**config.mk**
```make
export PLATFORM = sky130hd
export DESIGN_NAME = vaseg_mapper
export DESIGN_NICKNAME = d
export VERILOG_FILES = /design/src/rtl/vaseg_pkg.sv /design/src/rtl/vaseg_mode.sv /design/src/rtl/vaseg_decode.sv /design/src/rtl/vaseg_mapper.sv
export SDC_FILE = /design/constraint.sdc
export NUM_CORES = 1
export LEC_CHECK = 0
export ABC_CLOCK_PERIOD_IN_PS = 2500
export BUFFER_PORTS_ARGS = -buffer_cell sky130_fd_sc_hd__clkbuf_2
export CORE_AREA = 10 10 61 63
export DETAILED_ROUTE_END_ITERATION = 8
export DIE_AREA = 0 0 71 73
export PLACE_DENSITY = 0.81
export SLEW_MARGIN = 0
export SYNTH_ARGS = -nofsm -noshare
export SYNTH_HDL_FRONTEND = slang
export SYNTH_SLANG_ARGS = --single-unit
```
**constraint.sdc**
```tcl
create_clock -name clk -period 2.5 [get_ports clk]
set_clock_uncertainty 0.2 [all_clocks]
set_input_delay 0.25 -clock clk [delete_from_list [all_inputs] [get_ports clk]]
set_output_delay 0.25 -clock clk [all_outputs]
set_load 0.02 [all_outputs]
```
**src/rtl/vaseg_pkg.sv**
```systemverilog
package vaseg_pkg;

  localparam int unsigned VA_W = 32;

  typedef enum logic [2:0] {
    SEG_LOW      = 3'd0,
    SEG_CACHED   = 3'd1,
    SEG_UNCACHED = 3'd2,
    SEG_HIGH     = 3'd3,
    SEG_BAD      = 3'd4
  } seg_e;

  // Segment selection from the top address bits and privilege level
  function automatic seg_e classify(input logic kern, input logic [VA_W-1:0] va);
    if (!va[VA_W-1]) return SEG_LOW;
    if (!kern) return SEG_BAD;
    case (va[VA_W-2:VA_W-3])
      2'b00:   return SEG_CACHED;
      2'b01:   return SEG_UNCACHED;
      default: return SEG_HIGH;
    endcase
  endfunction

  // Lower segment without a TLB: fixed offset into physical space
  function automatic logic [VA_W-1:0] low_direct(input logic [VA_W-1:0] va,
                                                 input logic [VA_W-1:0] off);
    return va + off;
  endfunction

  // Kernel direct windows: strip the window-select bits
  function automatic logic [VA_W-1:0] window_strip(input logic [VA_W-1:0] va);
    logic [VA_W-1:0] m;
    m = {3'b000, {(VA_W-3){1'b1}}};
    return va & m;
  endfunction

endpackage

```
**src/rtl/vaseg_mode.sv**
```systemverilog
module vaseg_mode (
  input  logic clk,
  input  logic rst_n,
  input  logic exc_enter,
  input  logic exc_return,
  output logic kernel
);
  logic kernel_q;
  logic prev_q;
  logic enter_w;
  logic leave_w;

  assign enter_w = exc_enter;
  assign leave_w = exc_return && !exc_enter;

  always_ff @(posedge clk) begin
    if (!rst_n) begin
      kernel_q <= 1'b0;
      prev_q   <= 1'b0;
    end else if (enter_w) begin
      prev_q   <= kernel_q;
      kernel_q <= 1'b1;
    end else if (leave_w) begin
      kernel_q <= prev_q;
    end
  end

  assign kernel = kernel_q;

  assert_enter_kernel_R2: assert property (@(posedge clk) disable iff (!rst_n)
    exc_enter |=> kernel_q);

  assert_idle_hold_R2: assert property (@(posedge clk) disable iff (!rst_n)
    (!exc_enter && !exc_return) |=> $stable(kernel_q));

  assert_enter_save_R3: assert property (@(posedge clk) disable iff (!rst_n)
    exc_enter |=> (prev_q == $past(kernel_q)));

  assert_return_restore_R3: assert property (@(posedge clk) disable iff (!rst_n)
    (exc_return && !exc_enter) |=> (kernel_q == $past(prev_q)));

endmodule

```
**src/rtl/vaseg_decode.sv**
```systemverilog
module vaseg_decode
  import vaseg_pkg::*;
#(
  parameter int unsigned PID_W      = 6,
  parameter int unsigned PAGE_W     = 12,
  parameter logic [31:0] LOW_OFFSET = 32'h4000_0000,
  localparam int unsigned VPN_W     = VA_W - PAGE_W,
  localparam int unsigned TAG_W     = PID_W + VPN_W
) (
  input  logic             kernel,
  input  logic             tlb_on,
  input  logic [VA_W-1:0]  vaddr,
  input  logic [PID_W-1:0] pid,
  output seg_e             seg,
  output logic [VA_W-1:0]  paddr,
  output logic             need_tlb,
  output logic [TAG_W-1:0] ext_tag,
  output logic             cacheable,
  output logic             addr_err
);
  logic [TAG_W-1:0] tag_w;
  assign tag_w = {pid, vaddr[VA_W-1:PAGE_W]};

  always_comb begin
    seg       = classify(kernel, vaddr);
    paddr     = '0;
    need_tlb  = 1'b0;
    ext_tag   = '0;
    cacheable = 1'b0;
    addr_err  = 1'b0;
    case (seg)
      SEG_LOW: begin
        if (tlb_on) begin
          need_tlb = 1'b1;
          ext_tag  = tag_w;
        end else begin
          paddr     = low_direct(vaddr, LOW_OFFSET);
          cacheable = 1'b1;
        end
      end
      SEG_CACHED: begin
        paddr     = window_strip(vaddr);
        cacheable = 1'b1;
      end
      SEG_UNCACHED: begin
        paddr = window_strip(vaddr);
      end
      SEG_HIGH: begin
        if (tlb_on) begin
          need_tlb = 1'b1;
          ext_tag  = tag_w;
        end else begin
          paddr     = vaddr;
          cacheable = 1'b1;
        end
      end
      default: begin
        addr_err = 1'b1;
      end
    endcase
  end
endmodule

```
**src/rtl/vaseg_mapper.sv**
```systemverilog
module vaseg_mapper
  import vaseg_pkg::*;
#(
  parameter int unsigned PID_W      = 6,
  parameter int unsigned PAGE_W     = 12,
  parameter logic [31:0] LOW_OFFSET = 32'h4000_0000,
  localparam int unsigned TAG_W     = PID_W + VA_W - PAGE_W
) (
  input  logic             clk,
  input  logic             rst_n,
  input  logic [VA_W-1:0]  vaddr,
  input  logic             tlb_on,
  input  logic             exc_enter,
  input  logic             exc_return,
  input  logic [PID_W-1:0] pid,
  output logic [VA_W-1:0]  paddr,
  output logic             need_tlb,
  output logic [TAG_W-1:0] ext_tag,
  output logic             cacheable,
  output logic             addr_err
);
  logic kern_w;
  seg_e seg_w;

  vaseg_mode u_mode (
    .clk        (clk),
    .rst_n      (rst_n),
    .exc_enter  (exc_enter),
    .exc_return (exc_return),
    .kernel     (kern_w)
  );

  vaseg_decode #(
    .PID_W      (PID_W),
    .PAGE_W     (PAGE_W),
    .LOW_OFFSET (LOW_OFFSET)
  ) u_dec (
    .kernel    (kern_w),
    .tlb_on    (tlb_on),
    .vaddr     (vaddr),
    .pid       (pid),
    .seg       (seg_w),
    .paddr     (paddr),
    .need_tlb  (need_tlb),
    .ext_tag   (ext_tag),
    .cacheable (cacheable),
    .addr_err  (addr_err)
  );

  assert_user_upper_err_R6: assert property (@(posedge clk) disable iff (!rst_n)
    (!kern_w && vaddr[VA_W-1]) |-> (addr_err && !need_tlb && !cacheable && paddr == '0));

  assert_tlb_pa_zero_R4: assert property (@(posedge clk) disable iff (!rst_n)
    need_tlb |-> (paddr == '0 && !cacheable && !addr_err));

  assert_cached_window_R7: assert property (@(posedge clk) disable iff (!rst_n)
    (seg_w == SEG_CACHED) |-> (cacheable && !need_tlb && paddr[VA_W-1:VA_W-3] == 3'b000));

  assert_uncached_window_R8: assert property (@(posedge clk) disable iff (!rst_n)
    (seg_w == SEG_UNCACHED) |-> (!cacheable && !need_tlb && paddr[VA_W-1:VA_W-3] == 3'b000));

  assert_kernel_no_err_R9: assert property (@(posedge clk) disable iff (!rst_n)
    kern_w |-> !addr_err);

  assert_outcome_excl_R10: assert property (@(posedge clk) disable iff (!rst_n)
    $onehot0({need_tlb, addr_err}));

endmodule

```
== Word level (Yosys, flattened, before mapping) ==
Cells that the tools add are included.

* Flip-flop bits (word level): 2
* Logic and storage cells: 34
* Input port bits: 43
* Output and inout port bits: 61

* Multiplexer cells: 19
* Eq/ne operators: 4
* Add/subtract/negate cells: 1
* Reduce and logical (&&, ||, !) cells: 8

{| class="wikitable"
|+ Operator list
! operator !! number
|-
| $pmux W32 S3 || 1
|-
| $mux W32 || 2
|-
| $mux W26 || 2
|-
| $add A32 B31 Y32 const B || 1
|-
| $mux W3 || 4
|-
| $mux W1 || 8
|-
| $eq A3 B2 Y1 const B || 2
|-
| $pmux W2 S2 || 1
|-
| $reduce_or A2 Y1 || 2
|-
| $reduce_or A4 Y1 || 1
|-
| $eq A3 B1 Y1 const B || 1
|-
| $logic_not A3 Y1 || 1
|-
| $eq A2 B1 Y1 const B || 1
|-
| $logic_not A2 Y1 || 1
|-
| $pmux W1 S2 || 1
|-
| $reduce_bool A2 Y1 || 1
|-
| $logic_and A1 B1 Y1 || 1
|-
| $logic_not A1 Y1 || 1
|}

== Longest topological paths before layout ==
Gate-level depths: netlist (run 1).

* Word-level depth: 7
* Mapped depth: 4

== Hierarchy ==
Synthesis (run 1) repeated with hierarchy kept, for this count alone.

* Cells, all modules: 125
* Area total of the unflattened synthesis: 902.1 um2

{| class="wikitable"
|+ By module, submodules not included
! module !! area an instance (um2) !! sequential area each (um2) !! cells each !! instances
|-
| vaseg_decode || 827.0 || 0.0 || 119 || 1
|-
| vaseg_mode || 75.1 || 40.0 || 6 || 1
|}

== Worst setup path before layout (run 1) ==
Ideal clock, no wire load.

* Path kind: reg-to-output
* Start: register u_mode.kernel_q (netlist: u_mode.kernel)
* End: output ext_tag[24]
* Required time: 2050 ps
* Stages on the path, launching flop included: 4
* Arrival: 1218 ps
* Slack: 832 ps
* Path buffers: 1
* Path through: dfxtp_1 > a21boi_4 > buf_4 > nor3b_1

* Word-level cells in the longest chain between the ends: 7

{| class="wikitable"
|+ RTL lines
! element !! line !! RTL
|-
| start: declaration || vaseg_mode.sv:8 || <nowiki>logic kernel_q;</nowiki>
|-
| start signal: assignment || vaseg_mode.sv:24 || <nowiki>kernel_q <= prev_q;</nowiki>
|-
| $mux W1 (2 in series) || vaseg_pkg.sv:16 || <nowiki>if (!kern) return SEG_BAD;</nowiki>
|-
| $mux W3 (*) || vaseg_pkg.sv:17 || <nowiki>case (va[VA_W-2:VA_W-3])</nowiki>
|-
| $mux W3 (*) || vaseg_pkg.sv:16 ||
|-
| $eq A3 B2 Y1 / $logic_not A3 Y1 (equally long branches) || vaseg_decode.sv:31 || <nowiki>case (seg)</nowiki>
|-
| $reduce_or A2 Y1 (no source line) (*) || - ||
|-
| $mux W26 (*) || - ||
|-
| end: declaration || vaseg_mapper.sv:18 || <nowiki>output logic [TAG_W-1:0] ext_tag,</nowiki>
|}

Every way passes the cells marked *; elsewhere a longest branch is shown, timed or not. The select of a mux whose other input is x is not followed.

== Worst setup path after layout (run 1) ==
* Start: register u_mode.kernel_q (netlist: u_mode.kernel)
* End: output paddr[3]

* Word-level cells in the longest chain between the ends: 7

{| class="wikitable"
|+ RTL lines
! element !! line !! RTL
|-
| $mux W1 (2 in series) || vaseg_pkg.sv:16 ||
|-
| $mux W3 (*) || vaseg_pkg.sv:17 ||
|-
| $mux W3 (*) || vaseg_pkg.sv:16 ||
|-
| $eq A3 B1 Y1 / $eq A3 B2 Y1 (equally long branches) || vaseg_decode.sv:31 ||
|-
| $reduce_or A2 Y1 (no source line) || - ||
|-
| $pmux W32 S3 (*) || vaseg_decode.sv:31 ||
|-
| end: declaration || vaseg_mapper.sv:16 || <nowiki>output logic [VA_W-1:0] paddr,</nowiki>
|}

Marked as above.

==> key figures, run 1 <==
Outcome
  • Status: completed

Clock tree
  • Hold_buf cts: 0
  • Post-CTS setup buffer count: 0
  • Post-CTS sizing: 0
  • Clk buf depth: 2
  • Clock sink count: 2
  • H-tree Lvls: 1
  • Clk slew on worst S/H paths: roughly 0.03 ns
  • TritonCTS clock tree: yes
  • CTS root buffer: clkbuf_4
  • Clock Latency Late Sink: 0.22 ns
  • Clock buffer count from CTS: 3

Floorplan
  • Die Y: about 73 µm
  • Number of core rows: 19
  • Core ar.: 2620 µm²
  • Die width: roughly 71 µm
  • Initial core utilization: 0.347
  • Boundary Pins: ~100
  • Die area: 5180 µm²

Place
  • Area post-placement: 1400 µm²
  • PortBufs: 103
  • RD Place Congestion: approximately 0.7
  • Hpwl dp: between 3000 and 4000 µm

Timing
  • Upper clock frequency limit: slightly above 0.5 GHz
  • Headroom to the max-slew limit: 0.565
  • RSZ-0062 raised after global routing: false
  • Final Slew Violations: 0
  • Setup-failing EPs final: 0
  • Hold Vio Cnt, Final: 0
  • Least-Margin Pin Slew: around 0.65 ns
  • Fin crit share: 0.788
  • Min Tclk post-route: about 2.0 ns
  • Setup_tns: 0 ns

Worst setup path
  • Worst stage delay on the critical path: around 0.50 ns
  • WP buf/inv: 2
  • Slowest cell on the critical path: dfxtp_1
  • CP arrival: 1.52 ns
  • CP Capture Type: output port
  • Worst R2R Setup Slack: around 1.3 ns
  • Startpoint types: flip-flop
  • Largest delay share family, worst path: flip-flops
  • Reg-to-Reg Start: u_mode.kernel$_SDFFE_PN0P_
  • CP Launch Point: u_mode.kernel$_SDFFE_PN0P_
  • Reg-to-reg endpoint: u_mode.kernel$_SDFFE_PN0P_
  • CP Cell Sequence: nor2b_4 -> buf_12 -> a211oi_2 -> clkbuf_2
  • CP required: ~2 ns
  • Cells on worst reg2reg path: 2
  • Crit path max fanout: 27
  • Crit path kind: reg2out

Finish
  • # fillers: between 200 and 300
  • Area of the multi-input gates: 654 µm²
  • Share of layout cells above drive strength 1: 0.681
  • # diodes: 0
  • Post-layout net count: 258
  • Reg area: 40.0 µm²
  • Post-layout instance area: 1430 µm²
  • Area growth syn-to-layout: 57.2%

Detailed routing
  • Final ANT Viol Nets: 0
  • First drt pass iteration count: 4
  • Routed len/inst: between 15 and 20 µm
  • DRC viols: 0
  • DRT iter0 DRCs: 85
  • Via count: around 1200
  • Drt total wl: around 3800 µm
  • Vias per cell: 4.84

Synth
  • #FFs+latches synth: 2
  • Post-synth EDFFs: 0
  • Mean Syn Cell Area: between 7 and 8 µm²
  • Syn Nets: 161
  • Top FF cell, synth: dfxtp_1
  • Ys Warns: 0
  • FFs w/ async S/R, synth: 0
  • Post-synthesis sequential area ratio: 0.0441
  • Cells after Synth: roughly 120
  • Yosys cell types: 25
  • Mapped Area: 907 µm²

Power and ir drop
  • Leakage power: slightly above 0.0008 µW
  • Worst vdd ir: roughly 0.20 mV
  • Pwr dens: 288 nW/µm²

Global routing
  • GRT Util Overall: 0.136
  • Initial antenna violation count: 0
  • Vias in the first global route: 1312
  • Pin count of the biggest net entering global routing: 30
  • Grt ovf: 0
  • First-pass GRT wire length: between 6000 and 7000 µm

Worst hold path
  • Worst hold path depth: 2
  • Min-Delay Path Class: in2reg
  • HP Start: rst_n
  • Hold Path End: u_mode.kernel$_SDFFE_PN0P_

Run
  • Max-Cap Viols: 0
==> metrics by stage <==
stage / util / hold WS, ns / setup WS (ns) / total power [µW] / cells
2_1_floorplan: - / 0.167 / 0.832 / 241 / 118
3_3_place_gp: 0.537 / 0.263 / 0.570 / 337 / 241
4_1_cts: 0.545 / 0.0485 / 0.518 / 418 / 244
5_1_grt: 0.545 / 0.0621 / 0.371 / 441 / 244
3_5_place_dp: 0.537 / 0.268 / 0.576 / 343 / 241
6_report: 0.545 / 0.0547 / 0.530 / 410 / 244
==> layout make-up <==
class / instances / area share
multi-input cells: 71 / 0.459
repair buffers: 107 / 0.391
inverters: 30 / 0.0789
flip-flops and latches: 2 / 0.0281
well taps: 31 / 0.0272
clock buffers: 3 / 0.0158
==> synthesized netlist by cell type, types with 2 or more instances <==
master    instances  area [µm²]
buf_2             5        25.0
inv_1            29         109
a211oi_1          2        15.0
buf_6             5        56.3
dfxtp_1           2        40.0
buf_1             2        7.51
nor3_1           17        85.1
nor2b_1           2        12.5
nor2_1            3        11.3
nor3b_1           8        60.1
buf_4             2        15.0
a211oi_2         27         338
nor3b_2           2        25.0
==> cells in the final DEF (no fill, tap or decap), types with 2 or more instances in the layout <==
cell type and n:
nor3b_2 2, clkbuf_2 103, nor3b_1 8, buf_4 3, a211oi_1 2, dfxtp_1 2, clkbuf_4 3, nor3_1 17
inv_1 29, a211oi_2 27, nor2_1 3
==> worst max-delay path by stage <==
stage | to | slack [ns] | cells after the start
3_3_place_gp | cacheable | 0.57 | 4
6_report | paddr[3] | 0.53 | 4
4_1_cts | paddr[29] | 0.52 | 3
5_1_grt | ext_tag[5] | 0.37 | 3
3_5_place_dp | cacheable | 0.58 | 4
2_1_floorplan | ext_tag[24] | 0.83 | 3
==> power breakdown <==
part	total [µW]	internal [µW]	leakage (µW)	switching [µW]
Sequential	37.8	34.2	0.0000166	3.65
Combinational	301	110	0.000780	191
Clock	71.4	53.0	0.0000138	18.5
Total	410	198	0.000810	213
==> logic make-up after synthesis <==
logic type,count (synthesis),share of synthesized area
compound gates,33,0.434
buf+inv,45,0.243
flops,2,0.0441
mux,2,0.0234
simple gates,36,0.255
==> worst register-to-register path, cell delays in order (launching register included) <==
cell	delay, ns
dfxtp_1	0.39
mux2_2	0.31
o21a_1	0.16
==> state kept, by name, summed over array words and instances (netlist names) <==
register and count:
u_mode.prev_q 1, u_mode.kernel 1
==> routing by layer <==
metal | share of wire | track usage
met5 | 0 | 0
met4 | 0.0045 | 0.0366
met3 | 0.098 | 0.0503
met2 | 0.51 | 0.246
met1 | 0.38 | 0.144
No activity file was read; power rests on OpenSTA's default activity.
==> run 2: changes to the inputs <==
--- a/config.mk
+++ b/config.mk
@@ -5,12 +5,12 @@
 export SDC_FILE = /design/constraint.sdc
 export NUM_CORES = 1
 export LEC_CHECK = 0
-export ABC_CLOCK_PERIOD_IN_PS = 2500
+export ABC_CLOCK_PERIOD_IN_PS = 1700
 export BUFFER_PORTS_ARGS = -buffer_cell sky130_fd_sc_hd__clkbuf_2
-export CORE_AREA = 10 10 61 63
+export CORE_AREA = 10 10 66 68
 export DETAILED_ROUTE_END_ITERATION = 8
-export DIE_AREA = 0 0 71 73
-export PLACE_DENSITY = 0.81
+export DIE_AREA = 0 0 76 78
+export PLACE_DENSITY = 0.72
 export SLEW_MARGIN = 0
 export SYNTH_ARGS = -nofsm -noshare
 export SYNTH_HDL_FRONTEND = slang
==> constraint.sdc (replaced) <==
create_clock -name clk -period 1.7 [get_ports clk]
set_clock_uncertainty 0.2 [all_clocks]
set_input_delay 0.17 -clock clk [delete_from_list [all_inputs] [get_ports clk]]
set_output_delay 0.17 -clock clk [all_outputs]
set_load 0.02 [all_outputs]
==> run 2 against run 1 <==
  * Hold slack got worse by 0.052 ns
  * Clock-buffer cell count unchanged
  * Combinational power increased by 58%
  * Critical path depth decreased by 1
  * Wire length increased by 6.2%
  * Die area increased by 14%
  * Largest power group unchanged
==> key figures, run 2 (synthesis gave the netlist of run 1 again) <==
Worst setup path
  • Worst R2R Setup Slack: 0.58 ns (was 1.32 ns)
  • Crit path kind: reg2out (unchanged)
  • CP arrival: 1.26 ns (was 1.52 ns)
  • Worst stage delay on the critical path: 0.37 ns (was 0.50 ns)
  • Startpoint types: flip-flop (unchanged)
  • CP Capture Type: output port (unchanged)
  • Largest delay share family, worst path: flip-flops (unchanged)
  • CP Cell Sequence: and4bb_1 -> a311o_1 -> clkbuf_2 (was nor2b_4 -> buf_12 -> a211oi_2 -> clkbuf_2)
  • Reg-to-reg endpoint: u_mode.kernel$_SDFFE_PN0P_ (unchanged)
  • Crit path max fanout: 6 (was 27)
  • CP required: 1.33 ns (was 2.05 ns)
  • WP buf/inv: 1 (was 2)
  • Slowest cell on the critical path: dfxtp_4 (was dfxtp_1)
  • Cells on worst reg2reg path: 2 (unchanged)
  • Reg-to-Reg Start: u_mode.kernel$_SDFFE_PN0P_ (unchanged)

Worst hold path
  • Hold Path End: u_mode.kernel$_SDFFE_PN0P_ (unchanged)
  • Worst hold path depth: 2 (unchanged)
  • Min-Delay Path Class: in2reg (unchanged)
  • HP Start: exc_enter (was rst_n)

Detailed routing
  • DRC viols: 0 (unchanged)
  • Routed len/inst: 15.3 µm (was 15.6 µm)
  • WL met3: 295 µm (was 372 µm)
  • M1 WL: 1560 µm (was 1460 µm)
  • First drt pass iteration count: 4 (unchanged)
  • Routed length on met2: 2120 µm (was 1960 µm)
  • Via count: 1237 (was 1180)
  • Drt total wl: 4040 µm (was 3800 µm)
  • Vias per cell: 4.69 (was 4.84)
  • Final ANT Viol Nets: 0 (unchanged)
  • DR top layer: met4 (unchanged)
  • DRT iter0 DRCs: 29 (was 85)

Floorplan
  • Die Y: 78 µm (was 73 µm)
  • Die width: 76 µm (was 71 µm)
  • Number of core rows: 21 (was 19)
  • Core ar.: 3180 µm² (was 2620 µm²)
  • Boundary Pins: 104 (unchanged)
  • Initial core utilization: 0.285 (was 0.347)
  • Die area: 5930 µm² (was 5180 µm²)

Place
  • RD Place Congestion: 0.714 (was 0.688)
  • Hpwl dp: 2960 µm (was 3120 µm)
  • PortBufs: 103 (unchanged)

Global routing
  • Vias in the first global route: 1294 (was 1312)
  • GRT Util Overall: 0.125 (was 0.136)
  • Pin count of the biggest net entering global routing: 34 (was 30)
  • Grt ovf: 0 (unchanged)
  • Initial antenna violation count: 0 (unchanged)
  • First-pass GRT wire length: 6370 µm (was 6050 µm)

Finish
  • Most common cell after layout, fill and taps aside: clkbuf_2 (unchanged)
  • Share of layout cells above drive strength 1: 0.697 (was 0.681)
  • Post-layout net count: 263 (was 258)
  • Commonest non-fill, non-tap cells in the layout: 97 x clkbuf_2, 29 x inv_1, 29 x a211oi_2 (was 103 x clkbuf_2, 29 x inv_1, 27 x a211oi_2)
  • Area growth syn-to-layout: 71.2% (was 57.2%)
  • # diodes: 0 (unchanged)

Power and ir drop
  • Design Power: 639 µW (was 410 µW)
  • Worst vdd ir: 0.246 mV (was 0.198 mV)
  • Pwr dens: 412 nW/µm² (was 288 nW/µm²)
  • Leakage power: 0.000857 µW (was 0.000810 µW)

Clock tree
  • Clock sink count: 2 (unchanged)
  • Clock Latency Late Sink: 0.23 ns (was 0.22 ns)
  • TritonCTS clock tree: yes (unchanged)
  • CTS root buffer: clkbuf_4 (unchanged)
  • Clk slew on worst S/H paths: 0.03 ns (about the same)
  • H-tree Lvls: 1 (unchanged)
  • Clk buf depth: 2 (unchanged)
  • Clock buffer count from CTS: 3 (unchanged)

Timing
  • Upper clock frequency limit: around 0.61 GHz
  • Hold Vio Cnt, Final: 0 (unchanged)
  • Setup-failing EPs final: 0 (unchanged)
  • Fin crit share: 0.959
  • Hold Worst Slack: 0.00297 ns (was 0.0547 ns)
  • Headroom to the max-slew limit: 0.677 (was 0.565)
  • Least-Margin Pin Slew: 0.484 ns (was 0.650 ns)
  • Min Tclk post-route: around 1.6 ns
  • Final Slew Violations: 0 (unchanged)

Run
  • Max-Cap Viols: 0 (unchanged)

Outcome
  • Status: completed (unchanged)
-- run 2: changes by cell type in the layout (fill, tap and decap cells not counted), sizes merged --
cell | previous run | this run
a21boi | 1 | 2
buf | 4 | 11
clkbuf | 106 | 101
dlygate4sd3 | 0 | 1
nand2b | 1 | 2
-- run 2: metrics by stage --
stage | util | std cells | TNS, ns | setup WS, ns | cell area [µm²]
2_1_floorplan | - | 118 | 0 | 0.112 | 907
3_3_place_gp | 0.451 | 256 | 0 | 0.0455 | 1440
3_5_place_dp | 0.451 | 256 | 0 | 0.0176 | 1440
4_1_cts | 0.475 | 262 | 0 | 0.0225 | 1510
5_1_grt | 0.488 | 264 | -0.00365 | -0.00156 | 1550
6_report | 0.488 | 264 | 0 | 0.0690 | 1550
-- run 2: area by class of cell --
cell class / instances / area (µm²)
Timing Repair Buffer: 110 / 619
Fill cell: 330 / 1630
Multi-Input combinational cell: 73 / 697
Inverter: 30 / 113
Clock buffer: 3 / 22.5
Tap cell: 46 / 57.6
Sequential cell: 2 / 43.8
-- run 2: how the worst max path moves through the flow --
stage	slack, ns	depth (start not counted)	startpoint	to
after global placement	0.05	3	u_mode.kernel$_SDFFE_PN0P_	ext_tag[17]
after global routing	-0.002	4	u_mode.kernel$_SDFFE_PN0P_	ext_tag[21]
final	0.07	3	u_mode.kernel$_SDFFE_PN0P_	cacheable
after floorplan	0.11	3	u_mode.kernel$_SDFFE_PN0P_	ext_tag[24]
after CTS	0.02	3	u_mode.kernel$_SDFFE_PN0P_	ext_tag[11]
after detailed placement	0.02	3	u_mode.kernel$_SDFFE_PN0P_	ext_tag[11]
-- run 2: power breakdown --
| part | internal, µW | switching, µW | total, µW |
|---|---|---|---|
| sequential | 50.0 | 5.40 | 55.4 |
| clock | 78.3 | 30.7 | 109 |
| combinational | 185 | 290 | 475 |
| total | 313 | 326 | 639 |
-- run 2: timing repair --
item / CTS / global route
pin swaps: 1 / 2
hold buffers: 2 / 0
buffers inserted: 0 / 2
cloned: 1 / 1
setup endpoints to repair: 57 / 39
resized for setup: 6 / 9
hold endpoints to repair: 2 / 0
-- run 2: routing by layer --
layer	up-vias	track usage
met2	61	0.226
met3	6	0.0369
met1	557	0.134
met5	-	0
met4	0	0.0473
li1	613	-
